[src/rtl/sir_pulse_codec.sv]
module sir_pulse_codec #(
  parameter int OSR          = 16,
  parameter int DATA_W       = 8,
  parameter int PULSE_CYCLES = 80
) (
  input  logic              clk,
  input  logic              rst_n,
  input  logic              tick16_i,
  input  logic              short_pulse_i,
  input  logic [DATA_W-1:0] tx_byte_i,
  input  logic              tx_valid_i,
  output logic              tx_ready_o,
  output logic              ir_tx_o,
  input  logic              ir_rx_i,
  output logic [DATA_W-1:0] rx_byte_o,
  output logic              rx_valid_o
);

  localparam int FRAME_BITS = DATA_W + 2;
  localparam int PH_W  = $clog2(OSR);
  localparam int CNT_W = $clog2(FRAME_BITS);
  localparam int PW_W  = $clog2(PULSE_CYCLES + 1);
  localparam logic [PH_W-1:0]  PH_LAST   = PH_W'(OSR - 1);
  localparam logic [PH_W-1:0]  PH_MIDPRE = PH_W'(OSR / 2 - 1);
  localparam logic [PH_W-1:0]  NARROW    = PH_W'((3 * OSR) / 16);
  localparam logic [CNT_W-1:0] LAST_BIT  = CNT_W'(FRAME_BITS - 1);
  localparam logic [CNT_W-1:0] LAST_DATA = CNT_W'(DATA_W);

  // transmit
  logic                  busy, started;
  logic [PH_W-1:0]       tph;
  logic [CNT_W-1:0]      tbit;
  logic [FRAME_BITS-1:0] tsh;
  logic [PW_W-1:0]       pw;

  wire cell_start = tick16_i && busy && (!started || (tph == PH_LAST && tbit != LAST_BIT));
  wire next_bit   = started ? tsh[1] : tsh[0];

  always_ff @(posedge clk or negedge rst_n) begin
    if (!rst_n) begin
      busy    <= 1'b0;
      started <= 1'b0;
      tph     <= '0;
      tbit    <= '0;
      tsh     <= '1;
      pw      <= '0;
    end else begin
      if (pw != '0) pw <= pw - 1'b1;
      if (tx_valid_i && !busy) begin
        busy <= 1'b1;
        tsh  <= {1'b1, tx_byte_i, 1'b0};
      end else if (busy && tick16_i) begin
        if (!started) begin
          started <= 1'b1;
          tph     <= '0;
          tbit    <= '0;
        end else if (tph == PH_LAST) begin
          tph <= '0;
          if (tbit == LAST_BIT) begin
            busy    <= 1'b0;
            started <= 1'b0;
          end else begin
            tbit <= tbit + 1'b1;
            tsh  <= tsh >> 1;
          end
        end else begin
          tph <= tph + 1'b1;
        end
      end
      if (cell_start && !next_bit) pw <= PW_W'(PULSE_CYCLES);
    end
  end

  assign tx_ready_o = !busy;
  assign ir_tx_o    = started && (short_pulse_i ? (pw != '0) : (!tsh[0] && tph < NARROW));

  // receive
  logic [2:0]        rs;
  logic              ract, seen;
  logic [PH_W-1:0]   rph;
  logic [CNT_W-1:0]  rbit;
  logic [DATA_W-1:0] rsh;

  wire rise     = rs[1] && !rs[2];
  wire rmid     = ract && tick16_i && rph == PH_MIDPRE;
  wire zero_now = seen || rise;

  always_ff @(posedge clk or negedge rst_n) begin
    if (!rst_n) begin
      rs         <= '0;
      ract       <= 1'b0;
      seen       <= 1'b0;
      rph        <= '0;
      rbit       <= '0;
      rsh        <= '0;
      rx_byte_o  <= '0;
      rx_valid_o <= 1'b0;
    end else begin
      rs         <= {rs[1:0], ir_rx_i};
      rx_valid_o <= 1'b0;
      if (!ract) begin
        if (rise) begin
          ract <= 1'b1;
          rph  <= '0;
          rbit <= '0;
          seen <= 1'b0;
        end
      end else begin
        if (tick16_i) rph <= (rph == PH_LAST) ? '0 : rph + 1'b1;
        if (rmid) begin
          seen <= 1'b0;
          if (rbit == '0) begin
            rbit <= 1'b1;
          end else begin
            rsh <= {!zero_now, rsh[DATA_W-1:1]};
            if (rbit == LAST_DATA) begin
              ract       <= 1'b0;
              rx_byte_o  <= {!zero_now, rsh[DATA_W-1:1]};
              rx_valid_o <= 1'b1;
            end else begin
              rbit <= rbit + 1'b1;
            end
          end
        end else if (rise) begin
          seen <= 1'b1;
        end
      end
    end
  end

  AST_READY_DROP: assert property (@(posedge clk) disable iff (!rst_n)
    (tx_valid_i && tx_ready_o) |=> !tx_ready_o);
  AST_START_PULSE: assert property (@(posedge clk) disable iff (!rst_n)
    $rose(started) |-> ir_tx_o);
  AST_STOP_DARK: assert property (@(posedge clk) disable iff (!rst_n)
    (started && tbit == LAST_BIT && !short_pulse_i) |-> !ir_tx_o);
  AST_VALID_ONE: assert property (@(posedge clk) disable iff (!rst_n)
    rx_valid_o |=> !rx_valid_o);
  AST_RX_REARM: assert property (@(posedge clk) disable iff (!rst_n)
    rx_valid_o |-> !ract);

endmodule

[config.mk]
export PLATFORM = sky130hd
export DESIGN_NAME = sir_pulse_codec
export DESIGN_NICKNAME = d
export VERILOG_FILES = /design/src/rtl/sir_pulse_codec.sv
export SDC_FILE = /design/constraint.sdc
export NUM_CORES = 1
export LEC_CHECK = 0
export BUFFER_PORTS_ARGS = -buffer_cell sky130_fd_sc_hd__buf_2
export CAP_MARGIN = 10
export CORE_AREA = 2 2 91 93
export DETAILED_ROUTE_END_ITERATION = 6
export DIE_AREA = 0 0 93 95
export GPL_TIMING_DRIVEN = 0
export PLACE_DENSITY = 0.59
export SLEW_MARGIN = 20
export SYNTH_ARGS = -nofsm -noshare
export SYNTH_HDL_FRONTEND = slang
export SYNTH_SLANG_ARGS = --single-unit
[constraint.sdc]
create_clock -name clk -period 1.6 [get_ports clk]
set_clock_uncertainty 0.05 [all_clocks]
set_input_delay 0.32 -clock clk [delete_from_list [all_inputs] [get_ports clk]]
set_output_delay 0.32 -clock clk [all_outputs]
set_load 0.005 [all_outputs]
# == After elaboration in Yosys (flattened, before gate mapping) ==
# Cells that the tools add are included.
# word_totals
inputBits,14
ff_bits,57
out_inout_bits,11
elab_cells,113
# op_classes
reduce_logical,36
eq_ne,12
bitwise,2
n_mux,43
n_lt_le_gt_ge,1
n_addsub,5
# op_table
operator,count
$mux W4,13
$mux W10,5
$mux W1,23
$add A4 B1 Y4 const B,4
$eq A4 B4 Y1 const B,4
$reduce_and A4 Y1,4
$mux W7,2
$reduce_bool A2 Y1,7
$logic_and A1 B1 Y1,10
$reduce_bool A7 Y1,1
$sub A7 B1 Y7 const B,1
$logic_not A1 Y1,6
$ne A2 B2 Y1 const B,3
$reduce_and A2 Y1,3
$reduce_and A3 Y1,2
$eq A4 B3 Y1 const B,1
$logic_not A4 Y1,1
$lt A4 B2 Y1 const B,1
$ne A2 B1 Y1 const B,2
$ne A4 B4 Y1 const B,1
$ne A3 B3 Y1 const B,1
$logic_or A1 B1 Y1,2
$not A1 Y1,2

# == Longest topological paths before layout ==
# Gate-level depths: netlist of the first run.
# logic_depth
depth_word,6
depth_mapped,7
mapped_depth_nobuf,6

# == Worst setup path after synthesis of the first run ==
# Ideal clock, no wire load.
# synth_path
path_kind,flip-flop to flip-flop
startpoint,reg rph[0]
endpoint,reg rx_byte_o[0]
setup_ns,0.125
period_less_slack_ns,1.675
path_slack_ns,-0.075
t_arrival_ns,1.499
stages_incl_launch_ff,6
required_ns,1.425
n_path_buf,1
path_cell_list,dfrtp_1 -> ha_1 -> nand4_1 -> or3_1 -> buf_6 -> mux2_4
# synth_via
elab_chain_cells,3
# synth_lines
item,line_no,source
start: declaration,80,logic [PH_W-1:0] rph;
start signal: assignment,109,if (tick16_i) rph <= (rph == PH_LAST) ? '0 : rph + 1'b1;
$eq A4 B3 Y1,85,wire rmid = ract && tick16_i && rph == PH_MIDPRE;
$logic_and A1 B1 Y1,85,
$reduce_and A4 Y1 (no source line),--,
end signal: assignment,118,"rx_byte_o <= {!zero_now, rsh[DATA_W-1:1]};"
end: declaration,15,"output logic [DATA_W-1:0] rx_byte_o,"
# Every way passes these cells.
# A chain may end at the register's enable or synchronous reset.

# == Final worst setup path of the first run ==
# layout_path
startpoint,reg pw[1]
endpoint,out ir_tx_o
# layout_via
elab_chain_cells,3
# layout_lines
item,line_no,source
start: declaration,34,logic [PW_W-1:0] pw;
start signal: assignment,48,if (pw != '0) pw <= pw - 1'b1;
start signal: assignment,70,if (cell_start && !next_bit) pw <= PW_W'(PULSE_CYCLES);
$reduce_bool A7 Y1,75,assign ir_tx_o = started && (short_pulse_i ? (pw != '0) : (!tsh[0] && tph < NARROW));
$mux W1,75,
$logic_and A1 B1 Y1,75,
end: declaration,13,"output logic ir_tx_o,"
# Every way passes these cells.

==> flow_summary.toml, run 1 <==
[grt]
grt_pass1_wl_um = 8900
grt_use_total_pct = 12.7
grt_pass1_vias = 1915
antenna_found_initial = 0
grt_max_degree = 57
grt.overflow.total = 0

[outcome]
status = "finished, violations left"
violations = "negative setup slack"

[placed_design]
dpl_worst_slack_ns = -0.347
dp_cells = 380
io_buffers = 23
dp_hpwl_um = 3250
routabilityCongestion = 0.816

[cells_and_area]
drive_gt1_share_pct = 34.7
stdcell_count = 408
syn2layout_area_growth_pct = 25.8
nFillCells = 768
nets = 324
antenna_cells = 0
final_common_cell = "dfrtp_1"
final_cell_mix = "46 x dfrtp_1, 34 x nand2_1, 24 x buf_2"

[pwr]
p_sw_mw = 1.75
max-vdd-ir-drop_v = 0.000519
p_leak_nw = 1.60
switching_share_pct = 34.4
intPower_mw = 3.34
power_frac_clock_pct = 16.0
cellPowerDensity_mw_per_mm2 = 1510
power_mw = 5.09
pwr-share-seq_pct = 46.7
power_frac_comb_pct = 37.3

[critical_path]
critPathKind = "reg -> out"
cp.arrival_ns = 1.51
rr_startpoint = "tph[1]"
startpoint_type = "flip-flop"
reg2reg_depth = 7
cp_max_fo = 4
r2r_end = "tsh[7]"
end_kind = "output pin"
worstPathRequired_ns = 1.23
reg2reg_slack_ns = -0.22

[clock_network]
numCtsBuffers = 5
clock_latency_ns = 0.31
htree_num_levels = 2
hold_buffers = 0
cts_buffer_depth = 2
cts_num_sinks = 56
cts_root_buf = "clkbuf_8"
path_clk_slew_ns = 0.10
cts_tree = "built"

[timing]
slew_headroom_pct = 50.7
worst_slew_pin_slew_ns = 0.739
final-setup-viol-count = 23
hold_viol = 0
postLayoutSetupSlackWorst_ns = -0.284
finalCritPeriodShare_pct = 118
period_minus_slack_ns = 1.88
max_freq_mhz = 531
drv_slew = 0
rsz0062_at_grt = "yes"

[route]
via_per_inst = 5.00
first_pass_iters = 4
first_iter_violations = 137
drt_wl_total_um = 5290
wl_per_cell_um = 13.0
drc_errors = 0
via_count = 2042
ant_nets = 0

[floorplanning]
die_y_um = 95
rows = 33
dieArea_mm2 = 0.00884
start_util_pct = 33.8
fp.dieW_um = 93
core_area_mm2 = 0.00793
ios = 25

[synthesis]
ys_warn_count = 0
syn_nets = 274
async_flop_share_pct = 100
synth-edff-count = 0
syn_area_per_cell_um2 = 10.6
synth_cells = 252
synth_seq_cells = 56
netlist_area_mm2 = 0.00268
yosysSeqAreaShare_pct = 52.8
synth_ff_type = "dfrtp_1"
synth.distinct_cells = 49

[worst_hold_path]
hp-class = "in -> async"

[flow_run]
cap_violations = 0
-- timing repair --
item	4_1_cts	5_1_grt
setup endpoints to repair	38	38
gates resized for setup	29	13
cloned	1	0
buffers inserted	14	7
pin swaps	2	10
-- how the worst max path moves through the flow --
stage           start      endpoint  cells past startpoint
4_1_cts        tph[0]       ir_tx_o                      5
5_1_grt        tph[0]       ir_tx_o                      5
2_1_floorplan  rph[0]  rx_byte_o[0]                      5
6_report        pw[1]       ir_tx_o                      5
3_3_place_gp   tph[0]         pw[1]                      6
3_5_place_dp   tph[0]         pw[1]                      6
-- metrics by stage --
stage | hold slack (ns) | util (%) | area [um^2] | TNS [ns]
4_1_cts | 0.0510 | 41.1 | 3260 | -2.63
3_5_place_dp | 0.290 | 37.0 | 2930 | -7.18
6_report | 0.00255 | 42.5 | 3370 | -3.71
5_1_grt | 0.0439 | 42.5 | 3370 | -5.68
2_1_floorplan | -0.0256 | - | 2680 | -0.501
3_3_place_gp | 0.287 | 37.0 | 2930 | -6.88
-- power groups by stage --
stage	clock, mW	combinational, mW	sequential, mW
after floorplan	0	1.12	2.29
after global placement	0	1.33	2.37
after detailed placement	0	1.37	2.38
after CTS	0.840	1.69	2.35
after global routing	0.899	2.15	2.45
final	0.813	1.90	2.38
-- worst max-delay path, cell delays in order (launching register included) --
cell and delay (ns):
dfrtp_1 0.42, inv_2 0.07, ha_4 0.16, nor3b_4 0.15, a311oi_1 0.26, buf_2 0.15
-- area by class of cell --
| class | count | area [um^2] | share of cell area, % |
|---|---|---|---|
| Buffer | 8 | 62.6 | 1.86 |
| Clock buffer | 8 | 90.1 | 2.68 |
| Inverter | 12 | 50.0 | 1.49 |
| Multi-Input combinational cell | 175 | 1320 | 39.1 |
| Sequential cell | 56 | 1410 | 42.0 |
| Tap cell | 105 | 131 | 3.90 |
| Timing Repair Buffer | 44 | 303 | 9.00 |
-- registers in the layout (all words and copies together), names as in the netlist --
name and count:
started 1, rsh 7, seen 1, tph 4, rx_byte_o 8, rph 4
rbit 4, busy 1, tsh 10, ract 1, rx_valid_o 1, pw 7
tbit 4, rs 3
-- cell families (layout without fill, tap and decap cells) --
kind of cell | count (synthesis) | in the layout | synth area share, %
flip-flops | 56 | 56 | 52.8
AND/OR/NAND/NOR | 97 | 97 | 17.5
multiplexers | 21 | 21 | 9.72
AO/OA/AOI/OAI | 48 | 48 | 11.7
adder cells (fa/ha/maj) | 8 | 8 | 3.74
buffers and inverters | 21 | 72 | 4.16
XOR/XNOR | 1 | 1 | 0.327
-- cell usage after synthesis, drive strengths merged (2+ instances only) --
library cell,count,area [um^2]
dfrtp,46,1150
nand2,36,138
nor2,20,75.1
mux2,16,210
o21ai,15,78.8
inv,11,41.3
dfstp,10,263
nand3,10,50.1
a31oi,9,56.3
ha,8,100
a21oi,7,35.0
buf,7,53.8
nor3,7,40.0
mux2i,5,50.1
a22o,4,35.0
nand2b,4,25.0
o31ai,4,35.0
or3,4,25.0
nand3b,3,22.5
nand4,3,18.8
clkbuf,2,7.51
nor3b,2,15.0
-- metal layers --
| layer | vias to the layer above | track usage, % | wire length, um |
|---|---|---|---|
| met4 | 0 | 5.39 | 82 |
| met2 | 25 | 20.0 | 2580 |
| li1 | 986 | - | - |
| met3 | 5 | 2.63 | 160 |
| met5 | - | 0 | 0 |
| met1 | 1026 | 16.9 | 2470 |
Note: power is estimated with default switching activity, not from simulation.
==> inputs of run 2 (changes only) <==
--- a/config.mk
+++ b/config.mk
@@ -7,11 +7,13 @@
 export LEC_CHECK = 0
 export BUFFER_PORTS_ARGS = -buffer_cell sky130_fd_sc_hd__buf_2
 export CAP_MARGIN = 10
+export CELL_PAD_IN_SITES_DETAIL_PLACEMENT = 2
+export CELL_PAD_IN_SITES_GLOBAL_PLACEMENT = 2
 export CORE_AREA = 2 2 91 93
 export DETAILED_ROUTE_END_ITERATION = 6
 export DIE_AREA = 0 0 93 95
 export GPL_TIMING_DRIVEN = 0
-export PLACE_DENSITY = 0.59
+export PLACE_DENSITY = 0.8
 export SLEW_MARGIN = 20
 export SYNTH_ARGS = -nofsm -noshare
 export SYNTH_HDL_FRONTEND = slang
==> run 2 against run 1 <==
Compared with the run above:
- the run ends with negative hold slack, negative setup slack left
- routed wire length up 71%
- sequential power up 4%
- worst setup slack worse by 0.17 ns
- core utilization up 3.3 points
- combinational power up 37%
- final cell count up 3.7%
- largest power group is now combinational cells
==> flow_summary.toml, run 2 (synthesis results as in run 1) <==
[outcome]
status = "finished, violations left"
violations = "negative hold slack, negative setup slack"

[route]
drt_wl_total_um = 9040
via_per_inst = 5.30
drc_errors = 0
first_pass_iters = 4
via_count = 2242
wl_per_cell_um = 21.4
first_iter_violations = 61
ant_nets = 0

[pwr]
power_frac_comb_pct = 42.9
p_leak_nw = 1.72
pwr-share-seq_pct = 40.7
max-vdd-ir-drop_v = 0.000499
cellPowerDensity_mw_per_mm2 = 1680
power_frac_clock_pct = 16.4
intPower_mw = 3.78
switching_share_pct = 38.0
p_sw_mw = 2.32

[timing]
fin_setup_tns_ns = -7.90
max_freq_mhz = 486
slew_headroom_pct = 52.1
worst_slew_pin_slew_ns = 0.719
hold_viol = 7
postLayoutSetupSlackWorst_ns = -0.457
timing.hold.ws_ns = -0.00879
drv_slew = 0
period_minus_slack_ns = 2.06
rsz0062_at_grt = "yes"
finalCritPeriodShare_pct = 129
final-setup-viol-count = 42

[placed_design]
dpl_worst_slack_ns = -0.478
place_area_mm2 = 0.00293
routabilityCongestion = 0.709
io_buffers = 23
dp_hpwl_um = 4510

[clock_network]
cts_buffer_depth = 2
cts_num_sinks = 56
htree_num_levels = 2
path_clk_slew_ns = 0.11
cts_root_buf = "clkbuf_8"
clock_latency_ns = 0.32
numCtsBuffers = 5
cts_tree = "built"

[grt]
grt.overflow.total = 0
grt_max_degree = 57
grt_pass1_vias = 2431
grt_pass1_wl_um = 12800
antenna_found_initial = 0
grt_use_total_pct = 18.6

[floorplanning]
ios = 25
dieArea_mm2 = 0.00884
die_y_um = 95
rows = 33
fp.dieW_um = 93
core_area_mm2 = 0.00793
start_util_pct = 33.8

[cells_and_area]
antenna_cells = 0
largest_reg_flops = 10
drive_gt1_share_pct = 42.5
final_cell_mix = "45 x dfrtp_1, 29 x nand2_1, 27 x buf_4"
final_common_cell = "dfrtp_1"
top_register = "tsh"
fin_area_mm2 = 0.00363
reg.largest.list = "tsh: 10 flops, rx_byte_o: 8 flops"
syn2layout_area_growth_pct = 35.7
nets = 339

[critical_path]
cp_max_fo = 2
end_kind = "output pin"
cp.arrival_ns = 1.69
critPathKind = "reg -> out"
worstPathRequired_ns = 1.23
startpoint_type = "flip-flop"

[worst_hold_path]
hp-class = "in -> async"

[flow_run]
cap_violations = 0
## run 2: cell types whose count changed in the layout (fill, tap and decap cells not counted), moves of 2 or more
cell	delta
clkbuf_1	-4
nand2_1	-5
buf_4	+10
nand2_2	+6
nand3_2	+3
nand3_1	-4
buf_6	+3
o21ai_2	-2
## run 2: worst paths after layout
check	from	end	slack (ns)	cells after the start
min	rst_n	rx_byte_o[2]	-0.009	1
min in group clk	ir_rx_i	rs[0]	0.04	1
min reg2reg	rs[0]	rs[1]	0.31	0
max in group asynchronous	rst_n	tbit[0]	1.00	1
max	tph[1]	ir_tx_o	-0.46	5
max reg2reg	tph[1]	tsh[8]	-0.27	9
## run 2: critical path: stages, from the launching register on
cell and delay (ns):
dfrtp_1 0.46, ha_4 0.21, nor4_4 0.27, nor2_1 0.07
a311oi_1 0.20, buf_2 0.16
## run 2: cell type report
class	instances	area, um^2
flip-flops and latches	56	1420
well taps	105	131
plain buffers	9	85.1
fillers	824	4300
clock inverters	3	46.3
multi-input cells	175	1390
inverters	12	50.0
repair buffers	58	445
clock buffers	5	68.8
## run 2: metrics by stage
| step | power [mW] | instances | utilization (%) |
|---|---|---|---|
| final | 6.09 | 423 | 45.8 |
| after floorplan | 3.40 | 252 | - |
| after CTS | 5.38 | 405 | 42.1 |
| after detailed placement | 3.93 | 380 | 37.0 |
| after global placement | 3.72 | 380 | 37.0 |
| after global routing | 6.44 | 423 | 45.8 |
## run 2: what timing repair did
action                     CTS  global route
cloned                       1             1
pin swaps                    5             7
resized for setup           31            33
hold buffers                 0             0
setup endpoints to repair   43            47
setup buffers               16            18
## run 2: routing by layer
metal  track usage (%)  wire, um  up-vias
met5                 0         0        -
met4              4.17       293        0
met3              2.39       192       23
met2              34.9      4730       40
met1              22.9      3820     1165
li1                  -         -     1014
## run 2: power groups by stage
stage          combinational [mW]  clock [mW]  sequential, mW
5_1_grt                      2.83        1.06            2.55
2_1_floorplan                1.12           0            2.29
4_1_cts                      1.95        1.00            2.42
3_3_place_gp                 1.34           0            2.38
3_5_place_dp                 1.48           0            2.44
6_report                     2.61       0.999            2.48
